`src/rtl/coast_pkg.sv`:
```
package coast_pkg;
   typedef enum logic {
      SRC_PIN   = 1'b0,
      SRC_VSYNC = 1'b1
   } coast_src_e;
endpackage

```
`src/rtl/cw_edge.sv`:
```
module cw_edge #(
   parameter bit RISING = 1'b1
) (
   input  logic clk,
   input  logic rst_n,
   input  logic sig_i,
   output logic lead_o
);
   localparam bit IDLE = ~RISING;
   logic prev_q;

   always_ff @(posedge clk or negedge rst_n) begin
      if (!rst_n) prev_q <= IDLE;
      else        prev_q <= sig_i;
   end

   generate
      if (RISING) begin : g_rise
         assign lead_o = sig_i & ~prev_q;
      end else begin : g_fall
         assign lead_o = ~sig_i & prev_q;
      end
   endgenerate
endmodule

```
`src/rtl/cw_line_predict.sv`:
```
module cw_line_predict #(
   parameter int LINE_W = 11
) (
   input  logic              clk,
   input  logic              rst_n,
   input  logic              hs_lead,
   input  logic              vs_lead,
   output logic [LINE_W-1:0] line_cnt,
   output logic [LINE_W-1:0] frame_len,
   output logic              valid
);
   localparam logic [LINE_W-1:0] LMAX = '1;
   logic              seen_q;
   logic [LINE_W-1:0] cnt_inc;

   // saturating increment on a horizontal leading edge
   assign cnt_inc = (hs_lead && line_cnt != LMAX) ? line_cnt + LINE_W'(1) : line_cnt;

   always_ff @(posedge clk or negedge rst_n) begin
      if (!rst_n) begin
         line_cnt  <= '0;
         frame_len <= '0;
         seen_q    <= 1'b0;
         valid     <= 1'b0;
      end else if (vs_lead) begin
         frame_len <= cnt_inc;
         line_cnt  <= '0;
         seen_q    <= 1'b1;
         valid     <= valid | seen_q;
      end else begin
         line_cnt  <= cnt_inc;
      end
   end
endmodule

```
`src/rtl/cw_window.sv`:
```
module cw_window #(
   parameter int CNT_W  = 8,
   parameter int LINE_W = 11
) (
   input  logic              clk,
   input  logic              rst_n,
   input  logic              hs_lead,
   input  logic              vs_lead,
   input  logic [LINE_W-1:0] line_cnt,
   input  logic [LINE_W-1:0] frame_len,
   input  logic              valid,
   input  logic [CNT_W-1:0]  pre,
   input  logic [CNT_W-1:0]  post,
   output logic              win_o
);
   logic [LINE_W:0]  reach;
   logic             pre_on;
   logic             post_on;
   logic [CNT_W-1:0] left_q;

   assign reach  = {1'b0, line_cnt} + (LINE_W+1)'(pre);
   assign pre_on = valid && (pre != '0) && (reach >= {1'b0, frame_len});

   always_ff @(posedge clk or negedge rst_n) begin
      if (!rst_n) begin
         post_on <= 1'b0;
         left_q  <= '0;
      end else if (vs_lead) begin
         post_on <= (post != '0);
         left_q  <= post;
      end else if (hs_lead && post_on) begin
         left_q <= left_q - CNT_W'(1);
         if (left_q == CNT_W'(1)) post_on <= 1'b0;
      end
   end

   assign win_o = pre_on | post_on;
endmodule

```
`src/rtl/cw_pol_detect.sv`:
```
module cw_pol_detect #(
   parameter int WIN_LOG = 8
) (
   input  logic clk,
   input  logic rst_n,
   input  logic pin_i,
   output logic active_high_o,
   output logic win_last_o
);
   localparam int              WIN  = 1 << WIN_LOG;
   localparam logic [WIN_LOG:0] HALF = (WIN_LOG+1)'(WIN / 2);

   logic [WIN_LOG-1:0] win_cnt;
   logic [WIN_LOG:0]   hi_cnt;
   logic [WIN_LOG:0]   total;

   assign win_last_o = &win_cnt;
   assign total      = hi_cnt + (WIN_LOG+1)'(pin_i);

   always_ff @(posedge clk or negedge rst_n) begin
      if (!rst_n) begin
         win_cnt       <= '0;
         hi_cnt        <= '0;
         active_high_o <= 1'b1;
      end else begin
         win_cnt <= win_cnt + WIN_LOG'(1);
         if (win_last_o) begin
            hi_cnt        <= '0;
            active_high_o <= !(total > HALF);
         end else begin
            hi_cnt <= total;
         end
      end
   end
endmodule

```
`src/rtl/coast_window_gen.sv`:
```
module coast_window_gen #(
   parameter int CNT_W          = 8,
   parameter int LINE_W         = 11,
   parameter int WIN_LOG        = 8,
   parameter bit HS_LEAD_RISING = 1'b1,
   parameter bit VS_LEAD_RISING = 1'b1
) (
   input  logic             clk,
   input  logic             rst_n,
   input  logic             hsync_i,
   input  logic             vsync_i,
   input  logic             coast_pin_i,
   input  logic             coast_src_vs,
   input  logic [CNT_W-1:0] pre_lines,
   input  logic [CNT_W-1:0] post_lines,
   input  logic             pol_override,
   input  logic             pol_forced_high,
   output logic             coast_o,
   output logic             pol_detected_o
);
   import coast_pkg::*;

   generate
      if (CNT_W < 1) begin : g_bad_cnt
         $error("CNT_W must be at least 1");
      end
      if (LINE_W < CNT_W) begin : g_bad_line
         $error("LINE_W must not be narrower than CNT_W");
      end
      if (WIN_LOG < 2 || WIN_LOG > 24) begin : g_bad_win
         $error("WIN_LOG out of range 2..24");
      end
   endgenerate

   coast_src_e        src;
   logic              hs_lead, vs_lead;
   logic [LINE_W-1:0] line_cnt, frame_len;
   logic              meas_valid;
   logic              vs_win;
   logic              pol_eff, pin_coast;
   logic              win_last;

   assign src = coast_src_e'(coast_src_vs);

   cw_edge #(.RISING(HS_LEAD_RISING)) u_hs_edge (
      .clk(clk), .rst_n(rst_n), .sig_i(hsync_i), .lead_o(hs_lead));

   cw_edge #(.RISING(VS_LEAD_RISING)) u_vs_edge (
      .clk(clk), .rst_n(rst_n), .sig_i(vsync_i), .lead_o(vs_lead));

   cw_line_predict #(.LINE_W(LINE_W)) u_pred (
      .clk(clk), .rst_n(rst_n), .hs_lead(hs_lead), .vs_lead(vs_lead),
      .line_cnt(line_cnt), .frame_len(frame_len), .valid(meas_valid));

   cw_window #(.CNT_W(CNT_W), .LINE_W(LINE_W)) u_win (
      .clk(clk), .rst_n(rst_n), .hs_lead(hs_lead), .vs_lead(vs_lead),
      .line_cnt(line_cnt), .frame_len(frame_len), .valid(meas_valid),
      .pre(pre_lines), .post(post_lines), .win_o(vs_win));

   cw_pol_detect #(.WIN_LOG(WIN_LOG)) u_pol (
      .clk(clk), .rst_n(rst_n), .pin_i(coast_pin_i),
      .active_high_o(pol_detected_o), .win_last_o(win_last));

   assign pol_eff   = pol_override ? pol_forced_high : pol_detected_o;
   assign pin_coast = pol_eff ? coast_pin_i : ~coast_pin_i;
   assign coast_o   = (src == SRC_VSYNC) ? vs_win : pin_coast;
endmodule

```
`config.mk`:
```
export PLATFORM = sky130hd
export DESIGN_NAME = coast_window_gen
export DESIGN_NICKNAME = d
export VERILOG_FILES = /design/src/rtl/coast_pkg.sv /design/src/rtl/cw_edge.sv /design/src/rtl/cw_line_predict.sv /design/src/rtl/cw_window.sv /design/src/rtl/cw_pol_detect.sv /design/src/rtl/coast_window_gen.sv
export SDC_FILE = /design/constraint.sdc
export NUM_CORES = 1
export LEC_CHECK = 0
export BUFFER_PORTS_ARGS = -buffer_cell sky130_fd_sc_hd__clkbuf_2
export CAP_MARGIN = 15
export CORE_UTILIZATION = 30
export CTS_CLUSTER_SIZE = 10
export DETAILED_ROUTE_END_ITERATION = 8
export PLACE_DENSITY = 0.47
export REMOVE_ABC_BUFFERS = 1
export SYNTH_ARGS = -nofsm -noshare
export SYNTH_HDL_FRONTEND = slang
export SYNTH_SLANG_ARGS = --single-unit
```
`constraint.sdc`:
```
create_clock -name clk -period 3.6 [get_ports clk]
set_input_delay 0.72 -clock clk [delete_from_list [all_inputs] [get_ports clk]]
set_output_delay 0.72 -clock clk [all_outputs]
set_load 0.03 [all_outputs]
```
# Yosys cells after proc, flatten, opt, wreduce, memory -nomap -nowiden
# Cells that the tools add are included.
[totals]
word_cells = 49
register_bits = 53
in_bits = 24
out_inout_bits = 2
[op_classes]
eq_ne = 2
order_cmp = 2
n_bitwise = 7
mux = 11
n_reduce_logical = 11
addsub = 5
[ops]
columns = ["cell", "n"]
rows = [
  ["$mux W11", 2],
  ["$mux W8", 2],
  ["$reduce_bool A8 Y1", 2],
  ["$add A11 B8 Y12", 1],
  ["$ge A12 B11 Y1", 1],
  ["$add A11 B1 Y11 const B", 1],
  ["$ne A11 B11 Y1 const B", 1],
  ["$add A9 B1 Y9", 1],
  ["$gt A9 B8 Y1 const B", 1],
  ["$mux W9", 1],
  ["$add A8 B1 Y8 const B", 1],
  ["$eq A8 B1 Y1 const B", 1],
  ["$reduce_and A8 Y1", 1],
  ["$sub A8 B1 Y8 const B", 1],
  ["$mux W1", 6],
  ["$logic_and A1 B1 Y1", 4],
  ["$reduce_bool A2 Y1", 2],
  ["$not A1 Y1", 3],
  ["$and A1 B1 Y1", 2],
  ["$or A1 B1 Y1", 2],
  ["$reduce_and A2 Y1", 1],
  ["$logic_not A1 Y1", 1],
]

# Depth between registers and ports, before layout
# Gate-level depths: netlist (run 1).
[logic_depth]
ltp_word = 5
ltp_mapped = 13
mapped_depth_nobuf = 13

# Hierarchy
# From an unflattened synthesis (run 1), not the netlist that was laid out.
[hier_totals]
hier_cells = 328
hier_area_um2 = 3188.1
[modules_own_cells]
columns = ["mod", "area_per_inst_um2", "cells_each", "seq_area_each_um2", "n_inst"]
rows = [
  ["cw_window", 1174.9, 142, 225.2, 1],
  ["cw_line_predict", 1068.5, 103, 600.6, 1],
  ["cw_pol_detect", 837.1, 76, 451.7, 1],
  ["cw_edge", 38.8, 2, 25.0, 2],
  ["coast_window_gen", 30.0, 3, 0.0, 1],
]

# Worst setup path after synthesis (run 1)
# Ideal clock, no wire load.
[synth_timing]
path_kind = "input -> output"
startpoint = "input pre_lines[0]"
endpoint = "output coast_o"
required_ps = 2880
path_slack_ps = -266
path_buffers = 0
cell_stages = 12
arrival_time_ps = 3146
cell_sequence = "ha_1 > fa_1 > a21o_1 > a21oi_1 > o21ai_1 > o21ai_0 > xnor2_1 > ha_1 > nand2_1 > o41ai_1 > o211ai_1 > o211ai_1"
[synth_via]
elab_chain_len = 5
[synth_rtl]
columns = ["item", "line", "text"]
rows = [
  ["from (decl)", "coast_window_gen.sv:14", "input logic [CNT_W-1:0] pre_lines,"],
  ["$add A11 B8 Y12 / $reduce_bool A8 Y1 (equally long branches)", "cw_window.sv:21, cw_window.sv:22", ""],
  ["$ge A12 B11 Y1 / $logic_and A1 B1 Y1 (equally long branches)", "cw_window.sv:22", "assign pre_on = valid && (pre != '0) && (reach >= {1'b0, frame_len});"],
  ["$logic_and A1 B1 Y1 (*)", "cw_window.sv:22", ""],
  ["$or A1 B1 Y1 (*)", "cw_window.sv:37", "assign win_o = pre_on | post_on;"],
  ["$mux W1 (*)", "coast_window_gen.sv:66", "assign coast_o = (src == SRC_VSYNC) ? vs_win : pin_coast;"],
  ["to (decl)", "coast_window_gen.sv:18", "output logic coast_o,"],
]
# Every way passes the cells marked *; elsewhere a longest branch is shown, timed or not.

# Worst setup path in the final report (run 1)
[layout_timing]
startpoint = "input pre_lines[1]"
endpoint = "output coast_o"
# The elaborated chain is that of the path after synthesis.

==> flow_summary.toml, run 1 <==
[cells_and_area]
synthToLayoutAreaGrowth_pct = 19.5
post-route-util_pct = 37.6
antenna_cells = 0
drive_above_1_share_pct = 21.9
number_of_nets_in_the_layout = 424

[logic_synthesis]
synth_top_flop_cell = "sky130_fd_sc_hd__dfrtp_1"
synth.lib_cells_used.distinct = 49
synth_largest_type_area_fraction_pct = 41.6
syn_avg_cell_area_sq_um = 9.57
synth_edf_count = 0
yosysMostFrequentCell = "sky130_fd_sc_hd__dfrtp_1"
asyncSetResetFlopFracSynth_pct = 100
yosys_register_bits = 53
synth_top_cell_by_area = "sky130_fd_sc_hd__dfrtp_1"
syn-cell-area_sq_um = 3130
syn-instance-count = 327
yosys-top-cells-count = "sky130_fd_sc_hd__dfrtp_1 (52), sky130_fd_sc_hd__nand2_1 (38), sky130_fd_sc_hd__nor2_1 (34)"
synth_seq_area_share_pct = 42.4
ys_top_cells_by_area = "sky130_fd_sc_hd__dfrtp_1 (42%), sky130_fd_sc_hd__ha_1 (10%), sky130_fd_sc_hd__xor2_1 (5.3%), sky130_fd_sc_hd__xnor2_1 (4.8%), sky130_fd_sc_hd__nand2_1 (4.6%)"
ys.warnings.count = 0

[placement]
detailedPlacementHpwl_um = 5020
io_buffer_count = 25
dp_slack_ns = -0.610
replace_congestion = 0.793

[critical_path]
critical_path_class = "in -> out"
r2r_cells = 6
timing.critical_path.max_delay_family = "compound AO/OA/AOI/OAI gates"
list_of_cells_traversed_by_the_critical_path = "clkbuf_2, ha_4, a211oi_2, nor2_1, o31ai_1, buf_4, a211oi_1, xor2_1, ha_1, nand2_2, o41ai_2, o211ai_1, o211ai_1, buf_4"
startpoint_type = "input port"
timing.rr.start = "u_pred.line_cnt[1]"
critPathArrivalTime_ns = 3.12
critPathCaptureType = "output pin"
cp.depth = 14
startpoint = "pre_lines[1]"
timing.critical_path.required_ns = 2.88
crit-reg2reg-capture = "u_pred.line_cnt[1]"
cp_slowest_stage_delay_ns = 0.32
crit_fanout = 4
critPathSlowestCell = "sky130_fd_sc_hd__ha_1"
critical_path_buffers_and_inverters = 3
reg2reg_setup_slack_ns = 1.61

[routing]
postRouteAntennaNets = 0
detailroute.via_count = 2333
top_layer = "met4"
wirelength_met1_um = 3330
per_cell_routed_wire_length_um = 12.6
avgViaCountPerCell = 4.59
wirelength_um = 6420
detailedRoute.firstIterationViolations = 81
drt_pass1_iterations = 4
detail_route_met3_wl_um = 152
post-route-drc-count = 0
route.met2.wl_um = 2910

[timing]
achievable-frequency_mhz = 261
final-max-slew-violation-count = 0
timing.final.crit_period_ns = 3.84
finalHoldWorstSlack_ns = 0.453
setup_total_negative_slack_ns = -0.237
clock-skew-final_ns = 0.0115
layout_worst_path_cycle_share_pct = 107
rsz0062_at_grt = "yes"
final_hold_viol_count = 0
finalSetupViolCount = 1
worst-slew-pin-transition_ns = 1.00
post-route-worst-setup-slack_ns = -0.237
maxSlewHeadroom_pct = 33.0

[floorplanning]
core_outline_area_sq_um = 9950
design.portCount = 26
die_h_um = 104
start_util_pct = 31.4
dieArea_sq_um = 10800
fp.dieW_um = 104
floorplan.rows = 36

[clock_network]
worstSkewPairLatency_ns = 0.30
htree_num_levels = 2
clk_transition_reported_paths_ns = 0.10
clock_sink_count = 53
tritoncts = "done"
ctsRootBufferMaster = "sky130_fd_sc_hd__clkbuf_8"
cts_buffer_depth = 2
cts_buffers = 5

[min_path]
worst_hold_path.endpoint = "u_pol.win_cnt[0]"
worstHoldPathCells = 1
hold_path_class = "reg -> reg"
worst_hold_startpoint = "u_pol.win_cnt[0]"

[run_status]
status = "finished with violations"
violated_checks = "setup timing"

[global_route]
global_route_wire_length_before_repair_um = 11500
first_global_vias = 2441
grt_start_max_net_pins = 40
antenna_violations_before_repair = 0
globalRoute.totalOverflow = 0
grt.total_usage_pct = 13.0

[power]
power.static_leakage_nw = 1.69
totalPowerFinal_mw = 1.54
worst_ir_drop_vdd_mv = 0.251
power.density_cell_area_nw_per_um2 = 412

[job]
max_cap_violations = 0
==> state kept, by name (all words and copies together), names as in the netlist <==
register and flops:
u_pred.line_cnt 11, u_hs_edge.prev_q 1, u_pol.active_high_o 1, u_pred.seen_q 1, u_pol.win_cnt 8, u_pred.valid 1, u_pol.hi_cnt 9, u_win.post_on 1
u_vs_edge.prev_q 1, u_pred.frame_len 11, u_win.left_q 8
==> what timing repair did <==
| action | in CTS | in global routing |
|---|---|---|
| resized for setup | 12 | 4 |
| endpoints found under the hold margin | 0 | 0 |
| pin swaps | 6 | 5 |
| setup buffers | 1 | 0 |
| endpoints found under the setup margin | 1 | 1 |
| hold buffers | 0 | 0 |
==> routing by layer <==
layer  GRT usage (%)  vias to the layer above
met3            2.13                        2
met5               0                        -
met4            2.45                        0
met2            20.9                       39
met1            18.5                     1070
li1                -                     1222
==> placed cells by master, fill, tap and decap left out, drive strengths merged, types with 2 or more instances in the layout <==
cell type and instances:
ha 25, o31ai 3, nor4 7, inv 19
and3 4, nor3 4, a211oi 3, nand4 5
a21o 4, buf 26, xnor2 17, dfrtp 52
mux2i 4, o21ai 25, a31oi 3, nand3 10
xor2 19, nand3b 2, nand2b 6, o21a 2
nor2 35, clkbuf 30, a21oi 8, o211ai 3
nand2 38, nor2b 4
==> how the worst max path moves through the flow <==
stage	end	slack, ns
6_report	coast_o	-0.24
5_1_grt	coast_o	-0.44
4_1_cts	coast_o	-0.33
3_5_place_dp	coast_o	-0.61
3_3_place_gp	coast_o	-0.55
2_1_floorplan	coast_o	-0.27
==> layout make-up <==
class | count | area [sq um]
fill | 1037 | 6210
clock buffer | 6 | 72.6
clock inverter | 2 | 38.8
tap | 133 | 166
multi-input combinational | 245 | 1750
sequential | 53 | 1330
timing repair buffer | 50 | 315
inverter | 19 | 71.3
==> logic make-up after synthesis <==
kind of cell	after synthesis	share of synthesized area (%)
and+or+nand+nor	119	19.0
AOI/OAI and AO/OA	59	12.7
DFF	53	42.4
xor gates and xnor gates	36	10.1
buffers and inverters	29	3.60
adders and majority gates	26	10.6
muxes	5	1.64
==> where the power goes <==
group	switching [mW]	internal [mW]	leakage, nW
combinational	0.201	0.193	0.961
sequential	0.0766	0.668	0.675
clock	0.192	0.209	0.0554
==> through the flow <==
| step | cells | instance area [sq um] |
|---|---|---|
| global route | 508 | 3740 |
| finish | 508 | 3740 |
| global placement | 499 | 3560 |
| CTS | 508 | 3730 |
| floorplan | 317 | 3090 |
| detailed placement | 499 | 3560 |
Note: power is estimated with default switching activity, not from simulation.
==> run 2: changes to the inputs <==
- CORE_UTILIZATION: 30 -> 35
- PLACE_DENSITY: 0.47 -> 0.53
==> run 2 against run 1 <==
The flow still finishes with violations (setup timing). Cell count decreased by 4.1%. First-iteration DRC count decreased by 26%. Die area decreased by 14%. Non-clock buffer count increased by 4. Critical endpoint unchanged. Core utilization increased by 6.0 points. Count of clock-buffer cells in the layout increased by 2.
==> flow_summary.toml, run 2 (synthesis results as in run 1) <==
[global_route]
grt.total_usage_pct = 15.3
first_global_vias = 2300
grt.met1_usage_pct = 22.5
antenna_violations_before_repair = 0
grt_start_max_net_pins = 41
globalRouteMet3Util_pct = 2.50
global_route_wire_length_before_repair_um = 10900
grt_util_met2_pct = 23.5
globalRoute.totalOverflow = 0
top_usage_layer = "met2"

[routing]
detailedRoute.firstIterationViolations = 60
wirelength_um = 6340
drt_pass1_iterations = 4
avgViaCountPerCell = 4.91
detailroute.via_count = 2389
post-route-drc-count = 0
postRouteAntennaNets = 0
per_cell_routed_wire_length_um = 13.0

[critical_path]
critPathCaptureType = "output pin"
crit_fanout = 4
reg2reg_setup_slack_ns = 1.66
critPathArrivalTime_ns = 3.21
critical_path_class = "in -> out"
timing.critical_path.required_ns = 2.88
startpoint_type = "input port"

[timing]
final-max-slew-violation-count = 0
finalHoldWorstSlack_ns = 0.446
finalSetupViolCount = 1
worst-slew-pin-transition_ns = 0.983
rsz0062_at_grt = "yes"
achievable-frequency_mhz = 255
maxSlewHeadroom_pct = 34.4
post-route-worst-setup-slack_ns = -0.329
final_hold_viol_count = 0
clock-skew-final_ns = 0.00772
timing.final.crit_period_ns = 3.93
layout_worst_path_cycle_share_pct = 109

[min_path]
hold_path_class = "reg -> reg"

[floorplanning]
fp.dieW_um = 96.6
dieArea_sq_um = 9320
die_h_um = 96.6
core_outline_area_sq_um = 8680
design.portCount = 26
floorplan.rows = 34
start_util_pct = 36.1

[cells_and_area]
post-route-util_pct = 43.6
num-fill-cells = 859
largest_registers = "u_pred.frame_len: 11 flops, u_pred.line_cnt: 11 flops, u_pol.hi_cnt: 9 flops"
synthToLayoutAreaGrowth_pct = 20.9
antenna_cells = 0
most_frequent_standard_cell_in_the_layout_excluding_fill_and_tap_cells = "sky130_fd_sc_hd__dfrtp_1"
instances_no_fill = 487
multi_input_comb_area_sq_um = 1800
mostFrequentLayoutCells = "sky130_fd_sc_hd__dfrtp_1 (52), sky130_fd_sc_hd__nand2_1 (36), sky130_fd_sc_hd__nor2_1 (33), sky130_fd_sc_hd__buf_4 (29)"
final-seq-area_sq_um = 1330
number_of_nets_in_the_layout = 428
drive_above_1_share_pct = 23.2

[clock_network]
clk_transition_reported_paths_ns = 0.08
cts_buffers = 5
worstSkewPairLatency_ns = 0.30
ctsRootBufferMaster = "sky130_fd_sc_hd__clkbuf_8"
cts_buffer_depth = 2
htree_num_levels = 2
tritoncts = "done"
clock_sink_count = 53

[power]
worst_ir_drop_vdd_mv = 0.168
power.static_leakage_nw = 1.70
power.density_cell_area_nw_per_um2 = 391

[placement]
detailedPlacementHpwl_um = 4820
io_buffer_count = 25
replace_congestion = 0.844
post-place-cells = 478
dp_slack_ns = -0.578

[run_status]
violated_checks = "setup timing"
status = "finished with violations"

[job]
max_cap_violations = 0
==> run 2: cell count changes in the layout (fill, tap and decap cells not counted), moves of 2 or more <==
| cell | delta |
|---|---|
| sky130_fd_sc_hd__a21oi_1 | -2 |
| sky130_fd_sc_hd__buf_4 | +3 |
| sky130_fd_sc_hd__clkbuf_2 | -2 |
| sky130_fd_sc_hd__a211oi_4 | +2 |
| sky130_fd_sc_hd__clkbuf_1 | +2 |
| sky130_fd_sc_hd__a21oi_2 | +2 |
==> run 2: path summary, 6_finish.rpt <==
kind,start,endpoint,cells past startpoint
max,pre_lines[0],coast_o,15
min,u_pol.win_cnt[0],u_pol.win_cnt[0],1
max reg2reg,u_pred.line_cnt[1],u_pred.frame_len[5],7
min reg2reg,u_pol.win_cnt[0],u_pol.win_cnt[0],1
max in group asynchronous,rst_n,u_pred.frame_len[9],2
min in group asynchronous,rst_n,u_pol.win_cnt[7],1
==> run 2: cell type report <==
type | instances | area share (%)
Timing Repair Buffer | 54 | 9.73
Tap cell | 108 | 3.57
Sequential cell | 53 | 35.1
Inverter | 19 | 1.89
Clock buffer | 8 | 2.12
Multi-Input combinational cell | 245 | 47.6
==> run 2: through the flow <==
step	instance area, sq um	TNS [ns]	total power [mW]
global placement	3560	-0.468	1.13
floorplan	3090	-0.270	0.998
global route	3780	-0.497	1.60
finish	3780	-0.329	1.48
detailed placement	3560	-0.578	1.14
CTS	3730	-0.318	1.49
==> run 2: critical path, stage by stage <==
cell and delay, ns:
sky130_fd_sc_hd__buf_8 0.10, sky130_fd_sc_hd__ha_4 0.16, sky130_fd_sc_hd__buf_6 0.12, sky130_fd_sc_hd__a211oi_4 0.23, sky130_fd_sc_hd__nor2_2 0.08, sky130_fd_sc_hd__o31ai_2 0.18
sky130_fd_sc_hd__buf_4 0.18, sky130_fd_sc_hd__a211oi_4 0.06, sky130_fd_sc_hd__xor2_1 0.17, sky130_fd_sc_hd__ha_1 0.33, sky130_fd_sc_hd__nand2_2 0.08, sky130_fd_sc_hd__o41ai_4 0.35
sky130_fd_sc_hd__o211ai_1 0.12, sky130_fd_sc_hd__o211ai_1 0.13, sky130_fd_sc_hd__buf_4 0.20
==> run 2: where the power goes <==
group / internal (mW) / switching, mW / total [mW] / leakage [nW]
registers: 0.668 / 0.0775 / 0.745 / 0.675
clock network: 0.139 / 0.178 / 0.317 / 0.0395
logic: 0.210 / 0.207 / 0.417 / 0.988
total: 1.02 / 0.462 / 1.48 / 1.70
==> run 2: layer usage <==
metal	routed length, um	vias up	part of all wire [%]
li1	-	1220	-
met4	48	0	0.76
met2	2890	26	46
met1	3270	1138	52
met5	0	-	0
met3	135	5	2.1
==> run 2: what timing repair did <==
item	in CTS	in global routing
pin swaps	10	9
buffers inserted	0	1
resized for setup	19	9
setup endpoints to repair	1	1
hold buffers	0	0
